==> src/rtl/lane_seq_pkg.sv <==
package lane_seq_pkg;
  localparam int unsigned NSRC  = 3;
  localparam int unsigned CNT_W = 2;

  typedef enum logic [2:0] {
    ST_IDLE,
    ST_FETCH,
    ST_READ,
    ST_SETTLE,
    ST_FIRE,
    ST_WAIT,
    ST_WRITE,
    ST_DONE
  } seq_state_e;
endpackage

==> src/rtl/lane_seq_fsm.sv <==
module lane_seq_fsm
  import lane_seq_pkg::*;
(
  input  logic       clk,
  input  logic       rst_n,
  input  logic       go_i,
  input  logic       fetch_zero_i,
  input  logic       opnd_last_i,
  input  logic       list_end_i,
  input  logic       fb_done_i,
  output seq_state_e state_o
);
  seq_state_e state_q, state_n;

  always_comb begin
    state_n = state_q;
    unique case (state_q)
      ST_IDLE:   if (go_i) state_n = ST_FETCH;
      ST_FETCH:  state_n = fetch_zero_i ? ST_FIRE : ST_READ;
      ST_READ:   if (opnd_last_i) state_n = ST_SETTLE;
      ST_SETTLE: state_n = ST_FIRE;
      ST_FIRE:   state_n = ST_WAIT;
      ST_WAIT:   if (fb_done_i) state_n = ST_WRITE;
      ST_WRITE:  state_n = list_end_i ? ST_DONE : ST_FETCH;
      ST_DONE:   if (!go_i) state_n = ST_IDLE;
      default:   state_n = ST_IDLE;
    endcase
  end

  always_ff @(posedge clk or negedge rst_n) begin
    if (!rst_n) state_q <= ST_IDLE;
    else        state_q <= state_n;
  end

  assign state_o = state_q;
endmodule

==> src/rtl/lane_seq_ptr.sv <==
module lane_seq_ptr
  import lane_seq_pkg::*;
#(
  parameter int unsigned PC_W   = 4,
  parameter int unsigned INSN_W = 23
) (
  input  logic              clk,
  input  logic              rst_n,
  input  seq_state_e        state_i,
  input  logic              go_i,
  input  logic [INSN_W-1:0] rom_data_i,
  output logic [PC_W-1:0]   pc_o,
  output logic [INSN_W-1:0] ir_o,
  output logic [CNT_W-1:0]  idx_o
);
  logic [PC_W-1:0]   pc_q, pc_n;
  logic [INSN_W-1:0] ir_q;
  logic [CNT_W-1:0]  idx_q, idx_n;
  logic              pc_en, ir_en, idx_en;

  always_comb begin
    pc_en  = 1'b0;
    pc_n   = pc_q;
    idx_en = 1'b0;
    idx_n  = idx_q;
    if (state_i == ST_IDLE && go_i) begin
      pc_en = 1'b1;
      pc_n  = '0;
    end else if (state_i == ST_WRITE) begin
      pc_en = 1'b1;
      pc_n  = pc_q + PC_W'(1);
    end
    if (state_i == ST_FETCH) begin
      idx_en = 1'b1;
      idx_n  = '0;
    end else if (state_i == ST_READ) begin
      idx_en = 1'b1;
      idx_n  = idx_q + CNT_W'(1);
    end
  end

  assign ir_en = (state_i == ST_FETCH);

  always_ff @(posedge clk or negedge rst_n) begin
    if (!rst_n) begin
      pc_q  <= '0;
      idx_q <= '0;
      ir_q  <= '0;
    end else begin
      if (pc_en)  pc_q  <= pc_n;
      if (idx_en) idx_q <= idx_n;
      if (ir_en)  ir_q  <= rom_data_i;
    end
  end

  assign pc_o  = pc_q;
  assign ir_o  = ir_q;
  assign idx_o = idx_q;
endmodule

==> src/rtl/lane_seq_wb.sv <==
module lane_seq_wb
  import lane_seq_pkg::*;
#(
  parameter int unsigned DW = 16
) (
  input  logic             clk,
  input  logic             rst_n,
  input  seq_state_e       state_i,
  input  logic             go_i,
  input  logic [CNT_W-1:0] idx_i,
  input  logic             fb_done_i,
  input  logic [DW-1:0]    fb_result_i,
  input  logic             fb_fault_i,
  output logic             cap_o,
  output logic [CNT_W-1:0] slot_o,
  output logic [DW-1:0]    res_o,
  output logic             fault_o
);
  logic             cap_q;
  logic [CNT_W-1:0] slot_q;
  logic [DW-1:0]    res_q;
  logic             fault_q, fault_n;
  logic             rd_now, res_en, flt_clr, flt_en;

  assign rd_now  = (state_i == ST_READ);
  assign res_en  = (state_i == ST_WAIT) && fb_done_i;
  assign flt_clr = (state_i == ST_IDLE) && go_i;
  assign flt_en  = flt_clr || res_en;

  always_comb begin
    fault_n = fault_q;
    if (flt_clr)     fault_n = 1'b0;
    else if (res_en) fault_n = fault_q | fb_fault_i;
  end

  always_ff @(posedge clk or negedge rst_n) begin
    if (!rst_n) begin
      cap_q   <= 1'b0;
      slot_q  <= '0;
      res_q   <= '0;
      fault_q <= 1'b0;
    end else begin
      cap_q <= rd_now;
      if (rd_now) slot_q  <= idx_i;
      if (res_en) res_q   <= fb_result_i;
      if (flt_en) fault_q <= fault_n;
    end
  end

  assign cap_o   = cap_q;
  assign slot_o  = slot_q;
  assign res_o   = res_q;
  assign fault_o = fault_q;
endmodule

==> src/rtl/lane_seq.sv <==
module lane_seq
  import lane_seq_pkg::*;
#(
  parameter  int unsigned DW     = 16,
  parameter  int unsigned AW     = 4,
  parameter  int unsigned PC_W   = 4,
  parameter  int unsigned OPC_W  = 4,
  localparam int unsigned INSN_W = OPC_W + CNT_W + (NSRC + 1) * AW + 1
) (
  input  logic              clk,
  input  logic              rst_n,
  input  logic              go_i,
  output logic              done_o,
  output logic              fault_o,
  output logic [PC_W-1:0]   rom_addr_o,
  input  logic [INSN_W-1:0] rom_data_i,
  output logic              mem_re_o,
  output logic [AW-1:0]     mem_raddr_o,
  output logic              mem_we_o,
  output logic [AW-1:0]     mem_waddr_o,
  output logic [DW-1:0]     mem_wdata_o,
  output logic [OPC_W-1:0]  fb_op_o,
  output logic              fb_capture_o,
  output logic [CNT_W-1:0]  fb_slot_o,
  output logic              fb_start_o,
  input  logic              fb_done_i,
  input  logic [DW-1:0]     fb_result_i,
  input  logic              fb_fault_i
);
  localparam int unsigned DST_LSB = 1;
  localparam int unsigned CNT_LSB = (NSRC + 1) * AW + 1;
  localparam int unsigned OPC_LSB = CNT_LSB + CNT_W;
  localparam int unsigned NSLOT   = 1 << CNT_W;

  seq_state_e        state;
  logic [PC_W-1:0]   pc;
  logic [INSN_W-1:0] ir;
  logic [CNT_W-1:0]  idx;
  logic [CNT_W-1:0]  nopnd;
  logic              fetch_zero, opnd_last, list_end;
  logic [AW-1:0]     src_addr [NSLOT];
  logic [DW-1:0]     res;

  // Source address fields; slot k (0 = A) sits at (NSRC-k)*AW+1.
  for (genvar k = 0; k < NSLOT; k++) begin : g_src
    if (k < NSRC) begin : g_fld
      assign src_addr[k] = ir[(NSRC - k) * AW + 1 +: AW];
    end else begin : g_pad
      assign src_addr[k] = '0;
    end
  end

  assign nopnd      = ir[CNT_LSB +: CNT_W];
  assign fetch_zero = (rom_data_i[CNT_LSB +: CNT_W] == '0);
  assign opnd_last  = (idx == nopnd - CNT_W'(1));
  assign list_end   = ir[0] | (&pc);

  lane_seq_fsm u_fsm (
    .clk          (clk),
    .rst_n        (rst_n),
    .go_i         (go_i),
    .fetch_zero_i (fetch_zero),
    .opnd_last_i  (opnd_last),
    .list_end_i   (list_end),
    .fb_done_i    (fb_done_i),
    .state_o      (state)
  );

  lane_seq_ptr #(
    .PC_W   (PC_W),
    .INSN_W (INSN_W)
  ) u_ptr (
    .clk        (clk),
    .rst_n      (rst_n),
    .state_i    (state),
    .go_i       (go_i),
    .rom_data_i (rom_data_i),
    .pc_o       (pc),
    .ir_o       (ir),
    .idx_o      (idx)
  );

  lane_seq_wb #(
    .DW (DW)
  ) u_wb (
    .clk         (clk),
    .rst_n       (rst_n),
    .state_i     (state),
    .go_i        (go_i),
    .idx_i       (idx),
    .fb_done_i   (fb_done_i),
    .fb_result_i (fb_result_i),
    .fb_fault_i  (fb_fault_i),
    .cap_o       (fb_capture_o),
    .slot_o      (fb_slot_o),
    .res_o       (res),
    .fault_o     (fault_o)
  );

  assign rom_addr_o  = pc;
  assign mem_re_o    = (state == ST_READ);
  assign mem_raddr_o = src_addr[idx];
  assign mem_we_o    = (state == ST_WRITE);
  assign mem_waddr_o = ir[DST_LSB +: AW];
  assign mem_wdata_o = res;
  assign fb_op_o     = ir[OPC_LSB +: OPC_W];
  assign fb_start_o  = (state == ST_FIRE);
  assign done_o      = (state == ST_DONE);
endmodule

==> config.mk <==
export PLATFORM = sky130hd
export DESIGN_NAME = lane_seq
export DESIGN_NICKNAME = d
export VERILOG_FILES = /design/src/rtl/lane_seq_pkg.sv /design/src/rtl/lane_seq_fsm.sv /design/src/rtl/lane_seq_ptr.sv /design/src/rtl/lane_seq_wb.sv /design/src/rtl/lane_seq.sv
export SDC_FILE = /design/constraint.sdc
export NUM_CORES = 1
export LEC_CHECK = 0
export BUFFER_PORTS_ARGS = -buffer_cell sky130_fd_sc_hd__buf_2
export CAP_MARGIN = 20
export CORE_ASPECT_RATIO = 1.2
export CORE_MARGIN = 2
export CORE_UTILIZATION = 40
export DETAILED_ROUTE_END_ITERATION = 6
export PLACE_DENSITY = 0.67
export SYNTH_ARGS = -nofsm -noshare
export SYNTH_HDL_FRONTEND = slang
export SYNTH_SLANG_ARGS = --single-unit
==> constraint.sdc <==
create_clock -name clk -period 1.8 [get_ports clk]
set_clock_uncertainty 0.1 [all_clocks]
set_input_delay 0.27 -clock clk [delete_from_list [all_inputs] [get_ports clk]]
set_output_delay 0.27 -clock clk [all_outputs]
set_load 0.05 [all_outputs]
==> metrics.cfg, run 1 <==
[cts]
cts_max_path_buffers=2
clk_pin_slew_ps=100
root_buffer=clkbuf_8
cts_tree=built
cts_sinks=52
htreeDepth=2
clock_latency_ps=300
numCtsBuffers=5

[global_route]
antenna_found_initial=0
grt_pass1_wl_mm=6.748
grt_pass1_vias=1466
grt_overflow=0
grt_max_degree=33
grt.total_usage=0.1383

[sta]
finalMaxSlewViolations=0
setup_viol=0
worst_pin_slew_ps=499.9
hold_viol_final=0
hold_ws_ps=83.98
fin_crit_sh=0.9658
rsz0062_at_grt=yes
fin_crit_ps=1738
fmax_ghz=0.5752
relSlewSlack=0.6667
setup_ws_ps=61.62

[place]
dp_hpwl_mm=3.100
pre_cts_ws_ps=109.0
port_buffers=83
gp_congestion=0.7913

[detailed_routing]
drt_iter0_markers=49
wire_per_inst_um=13.13
drc=0
route.final.wire_length_mm=4.294
num_vias=1589
via_per_inst=4.859
drtAntennaViolNets=0
dr.pass1.iters=4

[worst_setup_path]
path_class=register to output pin
critPathRequiredTime_ps=1430
crit_fanout=5
end_kind=output pin
critPathArrivalTime_ps=1370
startpoint_type=register

[synthesis]
synthesis.nets=217
synthFlopType=dfrtp_1
yosysMostFrequentCell=dfrtp_1
ys_async_sr_fraction=1.000
seq_area_frac_synth=0.5686
post-synth-top-area-cell=dfrtp_1
synth_edf_count=0
synth_area_leaders=dfrtp_1, mux2_2, buf_4, mux2i_1, nor2_1
synth_top_area_frac=0.5686
yosys-top-cells-count=dfrtp_1, mux2_2, buf_4, nor2_1, nand2_1
synth.distinct_cells=31
syn_avg_cell_area_um2=13.30
ys_ff_latch=52
netlist_area_mm2=0.002288
yosysWarnings=0
syn_inst=172

[die]
io_pins=84
row_count=30
die_y_um=86.86
dieWidth_um=73.05
die-area_mm2=0.006344
start_util=0.4092
core_mm2=0.005593

[final_layout]
syn_to_final_growth_pct=30.18
fin_nets=307
drive_gt1_frac=0.5970
num_antenna_cells=0

[hold_path]
holdCritPathClass=primary input to register

[flow_run]
cap_violations=0

[run_status]
status=finished clean

==> worst max-delay path, stage by stage, from the launching register on <==
cell and delay, ps:
dfrtp_2 470, and3b_1 350, buf_4 240
==> flip-flops by register name, summed over array words and instances (netlist names) <==
name           flops
u_wb.fault_o       1
u_ptr.ir_o        23
u_wb.cap_o         1
u_wb.res_o        16
u_ptr.pc_o         4
u_wb.slot_o        2
u_ptr.idx_o        2
u_fsm.state_o      3
==> cell type report <==
type	count	area [um2]
clock inverters	3	46.29
clock buffers	5	68.82
multi-input cells	100	872.1
fillers	500	2614
repair buffers	99	588.1
well taps	64	80.08
inverters	4	17.52
flip-flops and latches	52	1306
==> per-layer routing <==
layer / share of wire / track usage / wire length (um)
met5: 0 / 0 / 0
met3: 0.049 / 0.03588 / 210
met1: 0.44 / 0.1764 / 1891
met4: 0.014 / 0.05387 / 59
met2: 0.50 / 0.2236 / 2131
==> cell families after synthesis <==
family,after synthesis,share of synthesized area
simple gates,30,0.07655
compound gates,17,0.04375
buf+inv,20,0.05850
mux,47,0.2280
xor+xnor,5,0.01914
fa+ha+maj,1,0.005467
flops,52,0.5686
==> timing repair <==
item	in CTS	in global routing
resized for setup	10	5
pin swaps	1	1
setup endpoints to repair	8	6
hold endpoints to repair	20	0
hold buffers	1	0
setup buffers	3	4
==> stage by stage <==
stage	cell area, um2	std cells	setup TNS (ps)	utilization
6_report	2979	327	0	0.5327
3_5_place_dp	2764	311	0	0.4942
3_3_place_gp	2764	311	0	0.4942
2_1_floorplan	2300	172	-47.77	-
5_1_grt	2979	327	-4.175	0.5327
4_1_cts	2933	323	0	0.5244
==> layout by cell type, fill, tap and decap left out, drive strengths merged, types with 2 or more instances in the layout <==
cell    netlist  routed
dfrtp        52      52
mux2         41      41
nor2         10      10
nand2         7       7
nor3          3       3
nor2b         3       3
buf          15      97
xor2          3       3
clkbuf        1       6
inv           4       5
mux2i         6       6
xnor2         2       2
o21ai         6       6
a21oi         5       5
nand2b        2       2
==> path summary, 6_finish.rpt <==
check                                 start          endpoint  slack (ps)  depth (start not counted)
max                        u_fsm.state_o[0]          mem_we_o          60                          2
min                         fb_result_i[12]    u_wb.res_o[12]          80                          2
max reg2reg                u_fsm.state_o[0]    u_ptr.ir_o[11]         200                          5
min reg2reg                   u_wb.res_o[6]     u_wb.res_o[6]         410                          1
max in group asynchronous             rst_n  u_fsm.state_o[1]         680                          3
min in group asynchronous             rst_n     u_wb.res_o[8]         360                          2
Power of run 1 is left out: the tool's default activity adds up to more than one toggle a clock period on the data nets, which glitch-free logic cannot reach.
==> run 2: changes to the inputs <==
Settings changed: RECOVER_POWER from default to 100.
Clock period 1.8 ns to 1.9 ns, I/O delays scaled along.
==> metrics.cfg, run 2 (synthesis gave the netlist of run 1 again) <==
[global_route]
grt_overflow=0
grt_pass1_vias=1451
grt.total_usage=0.1385
grt_max_degree=53
grt_pass1_wl_mm=6.720
antenna_found_initial=0

[sta]
fin_crit_sh=0.9574
rsz0062_at_grt=no
relSlewSlack=0.5339
finalMaxSlewViolations=0
setup_viol=0
hold_viol_final=0
hold_ws_ps=103.0
setup_tns_ps=0
worst_pin_slew_ps=699.1
fmax_ghz=0.5497
fin_crit_ps=1819

[cts]
cts_sinks=52
clk_pin_slew_ps=90
cts_tree=built
numCtsBuffers=5
root_buffer=clkbuf_8
clock_latency_ps=300
cts_max_path_buffers=2
htreeDepth=2

[die]
dieWidth_um=73.05
start_util=0.4092
io_pins=84
row_count=30
core_mm2=0.005593
die-area_mm2=0.006344
die_y_um=86.86

[worst_setup_path]
crit_path_top_delay_cell=dfrtp_2
path_class=register to output pin
worstPathCellList=nor2b_2 -> nand2_1 -> o21ai_1 -> clkbuf_2
critPathMaxStageDelay_ps=490
critPathArrivalTime_ps=1430
crit_fanout=6
critPathRequiredTime_ps=1510
startpoint_type=register
end_kind=output pin
worstRegToRegCells=4

[hold_path]
holdCritPathClass=primary input to register
hold-path-cell-count=2

[final_layout]
layout_commonest_cell=dfrtp_1
num_antenna_cells=0
drive_gt1_frac=0.4553
final_cells=321
syn_to_final_growth_pct=22.58
fin_nets=302
mostFrequentLayoutCells=dfrtp_1, buf_2, mux2_2
n_fill_cell=530
largest_reg_flops=23

[place]
gp_congestion=0.7865
dp_hpwl_mm=2.950
place_inst=309
port_buffers=83

[detailed_routing]
route.final.wire_length_mm=4.264
drt_iter0_markers=31
num_vias=1556
dr.pass1.iters=4
wire_per_inst_um=13.28
via_per_inst=4.847
drc=0
drtAntennaViolNets=0

[flow_run]
cap_violations=0

[run_status]
status=finished clean

-- run 2: cell types whose count changed in the layout (fill, tap and decap cells not counted), moves of 3 or more --
cell	delta
clkbuf_1	+34
buf_2	-31
clkbuf_2	+3
clkbuf_4	+3
buf_4	-10
-- run 2: layer usage --
| metal | share of wire | up-vias | GRT usage |
|---|---|---|---|
| li1 | - | 756 | - |
| met1 | 0.43 | 746 | 0.1605 |
| met2 | 0.50 | 47 | 0.2359 |
| met3 | 0.054 | 7 | 0.03935 |
| met4 | 0.019 | 0 | 0.06061 |
| met5 | 0 | - | 0 |
-- run 2: stage by stage --
| step | worst slack [ps] | cell area (um2) | utilization |
|---|---|---|---|
| after floorplan | 57.71 | 2300 | - |
| after global placement | 191.6 | 2749 | 0.4915 |
| after detailed placement | 172.0 | 2749 | 0.4915 |
| after CTS | 27.63 | 2865 | 0.5123 |
| after global routing | 4.193 | 2805 | 0.5016 |
| final | 80.88 | 2805 | 0.5016 |
-- run 2: what timing repair did --
| action | 4_1_cts | 5_1_grt |
|---|---|---|
| hold buffers | 1 | 0 |
| pin swaps | 1 | 0 |
| setup buffers | 1 | 3 |
| resized for setup | 5 | 6 |
| setup endpoints to repair | 8 | 6 |
| endpoints found under the hold margin | 52 | 0 |
-- run 2: final timing paths --
| kind | from | endpoint | slack (ps) |
|---|---|---|---|
| setup / recovery | u_ptr.idx_o[1] | mem_raddr_o[1] | 80 |
| hold / removal | rom_data_i[3] | u_ptr.ir_o[3] | 100 |
| setup reg to reg | u_fsm.state_o[2] | u_ptr.ir_o[1] | 150 |
| hold reg to reg | u_wb.res_o[6] | u_wb.res_o[6] | 410 |
| max in group asynchronous | rst_n | u_fsm.state_o[1] | 630 |
| min in group asynchronous | rst_n | u_ptr.ir_o[14] | 560 |
-- run 2: critical path, delay by kind of cell (launching register included) --
kind            cells  cell delay (ps)
simple gates        2              280
compound gates      1               70
flops               1              490
buf+inv             1              290
-- run 2: layout make-up --
class	count	area, um2	area share
Multi-Input combinational cell	100	849.6	0.3029
Tap cell	64	80.08	0.02855
Clock buffer	6	82.58	0.02944
Clock inverter	1	8.758	0.003122
Inverter	4	17.52	0.006244
Sequential cell	52	1306	0.4657
Timing Repair Buffer	94	460.4	0.1641
Power of run 2 is left out for the same reason.
==> run 3: changes to the inputs <==
Settings changed: CORE_ASPECT_RATIO 1.2 to default, PLACE_DENSITY 0.67 to 0.65.
==> metrics.cfg, run 3 (synthesis gave the netlist of run 1 again) <==
[run_status]
status=finished clean

[final_layout]
num_antenna_cells=0
drive_gt1_frac=0.4479
n_fill_cell=534
layout_commonest_cell=dfrtp_1
mostFrequentLayoutCells=dfrtp_1, buf_2, mux2_2
largest_reg_flops=23
finalInstanceArea_mm2=0.002854
fin_nets=303
syn_to_final_growth_pct=24.71

[cts]
cts_sinks=52
root_buffer=clkbuf_8
clock_latency_ps=300
cts_max_path_buffers=2
cts_tree=built
numCtsBuffers=5
clk_pin_slew_ps=90
htreeDepth=2

[detailed_routing]
wire_per_inst_um=13.02
drt_iter0_markers=77
top_layer=met4
dr.pass1.iters=4
via_per_inst=4.725
route.final.wire_length_mm=4.311
routed-wl-met3_um=317
drc=0
dr_wl_met2_mm=1.984
met1_length_mm=1.966
num_vias=1564
drtAntennaViolNets=0

[sta]
setup_viol=0
hold_viol_final=0
worst_pin_slew_ps=698.3
relSlewSlack=0.5345
fmax_ghz=0.5469
fin_crit_sh=0.9624
rsz0062_at_grt=no
finalMaxSlewViolations=0
fin_crit_ps=1829
setup_tns_ps=0

[global_route]
grt_pass1_wl_mm=7.169
grt_overflow=0
grt_max_degree=53
grt.total_usage=0.1432
grt_pass1_vias=1605
antenna_found_initial=0

[hold_path]
min_to=u_ptr.ir_o[14]
hold_start=rom_data_i[14]
hold-path-cell-count=2
holdCritPathClass=primary input to register

[die]
io_pins=84
dieWidth_um=79.64
die-area_mm2=0.006343
die_y_um=79.64
row_count=27
start_util=0.4156
core_mm2=0.005507

[place]
place_area_mm2=0.002774
dp_hpwl_mm=3.097
port_buffers=83
gp_congestion=0.7450

[worst_setup_path]
critPathRequiredTime_ps=1510
crit_fanout=9
reg2reg_to=u_ptr.ir_o[8]
startpoint_type=register
rr_startpoint=u_fsm.state_o[2]
critPathArrivalTime_ps=1440
critPathMaxStageDelay_ps=450
crit_path_top_delay_cell=dfrtp_2
r2r_slack_ps=160
path_class=register to output pin
end_kind=output pin
worstPathCellList=buf_4 -> and3b_1 -> clkbuf_2
worstRegToRegCells=4

[flow_run]
cap_violations=0

==> run 3: metal layers <==
metal	global-route usage	vias up
met2	0.2336	64
li1	-	762
met4	0.03793	0
met5	0	-
met1	0.1836	732
met3	0.04638	6
==> run 3: metrics by stage <==
stage	std cells	utilization	setup slack (ps)	hold WS [ps]
finish	331	0.5183	71.40	111.9
global route	331	0.5183	10.92	97.92
CTS	328	0.5265	35.99	97.66
detailed placement	319	0.5037	207.2	200.7
global placement	319	0.5037	232.9	201.9
floorplan	172	-	57.71	-110.6
==> run 3: cell type report <==
cell class / count / area (um2) / area share
Timing Repair Buffer: 95 / 469.2 / 0.1644
Clock buffer: 6 / 72.57 / 0.02543
Inverter: 4 / 17.52 / 0.006138
Tap cell: 72 / 90.09 / 0.03157
Multi-Input combinational cell: 100 / 864.6 / 0.3029
Clock inverter: 2 / 35.03 / 0.01228
Sequential cell: 52 / 1305 / 0.4573
==> run 3: worst max path at each step <==
stage,to,cells after the start,start,slack (ps)
6_report,mem_we_o,3,u_fsm.state_o[0],70
5_1_grt,mem_raddr_o[3],4,u_ptr.idx_o[1],10
4_1_cts,done_o,4,u_fsm.state_o[1],40
3_5_place_dp,done_o,3,u_fsm.state_o[2],210
3_3_place_gp,done_o,3,u_fsm.state_o[2],230
2_1_floorplan,u_fsm.state_o[2],4,u_fsm.state_o[2],60
==> run 3: worst max-delay path, delay by kind of cell, from the launching register on <==
kind / cells / cell delay (ps)
flops: 1 / 450
simple gates: 1 / 230
buf+inv: 2 / 460
==> run 3: timing repair <==
action,4_1_cts,5_1_grt
endpoints found under the setup margin,8,6
setup buffers,0,3
pin swaps,0,0
resized for setup,4,10
hold buffers,1,0
endpoints found under the hold margin,52,0
Power of run 3 is left out for the same reason.
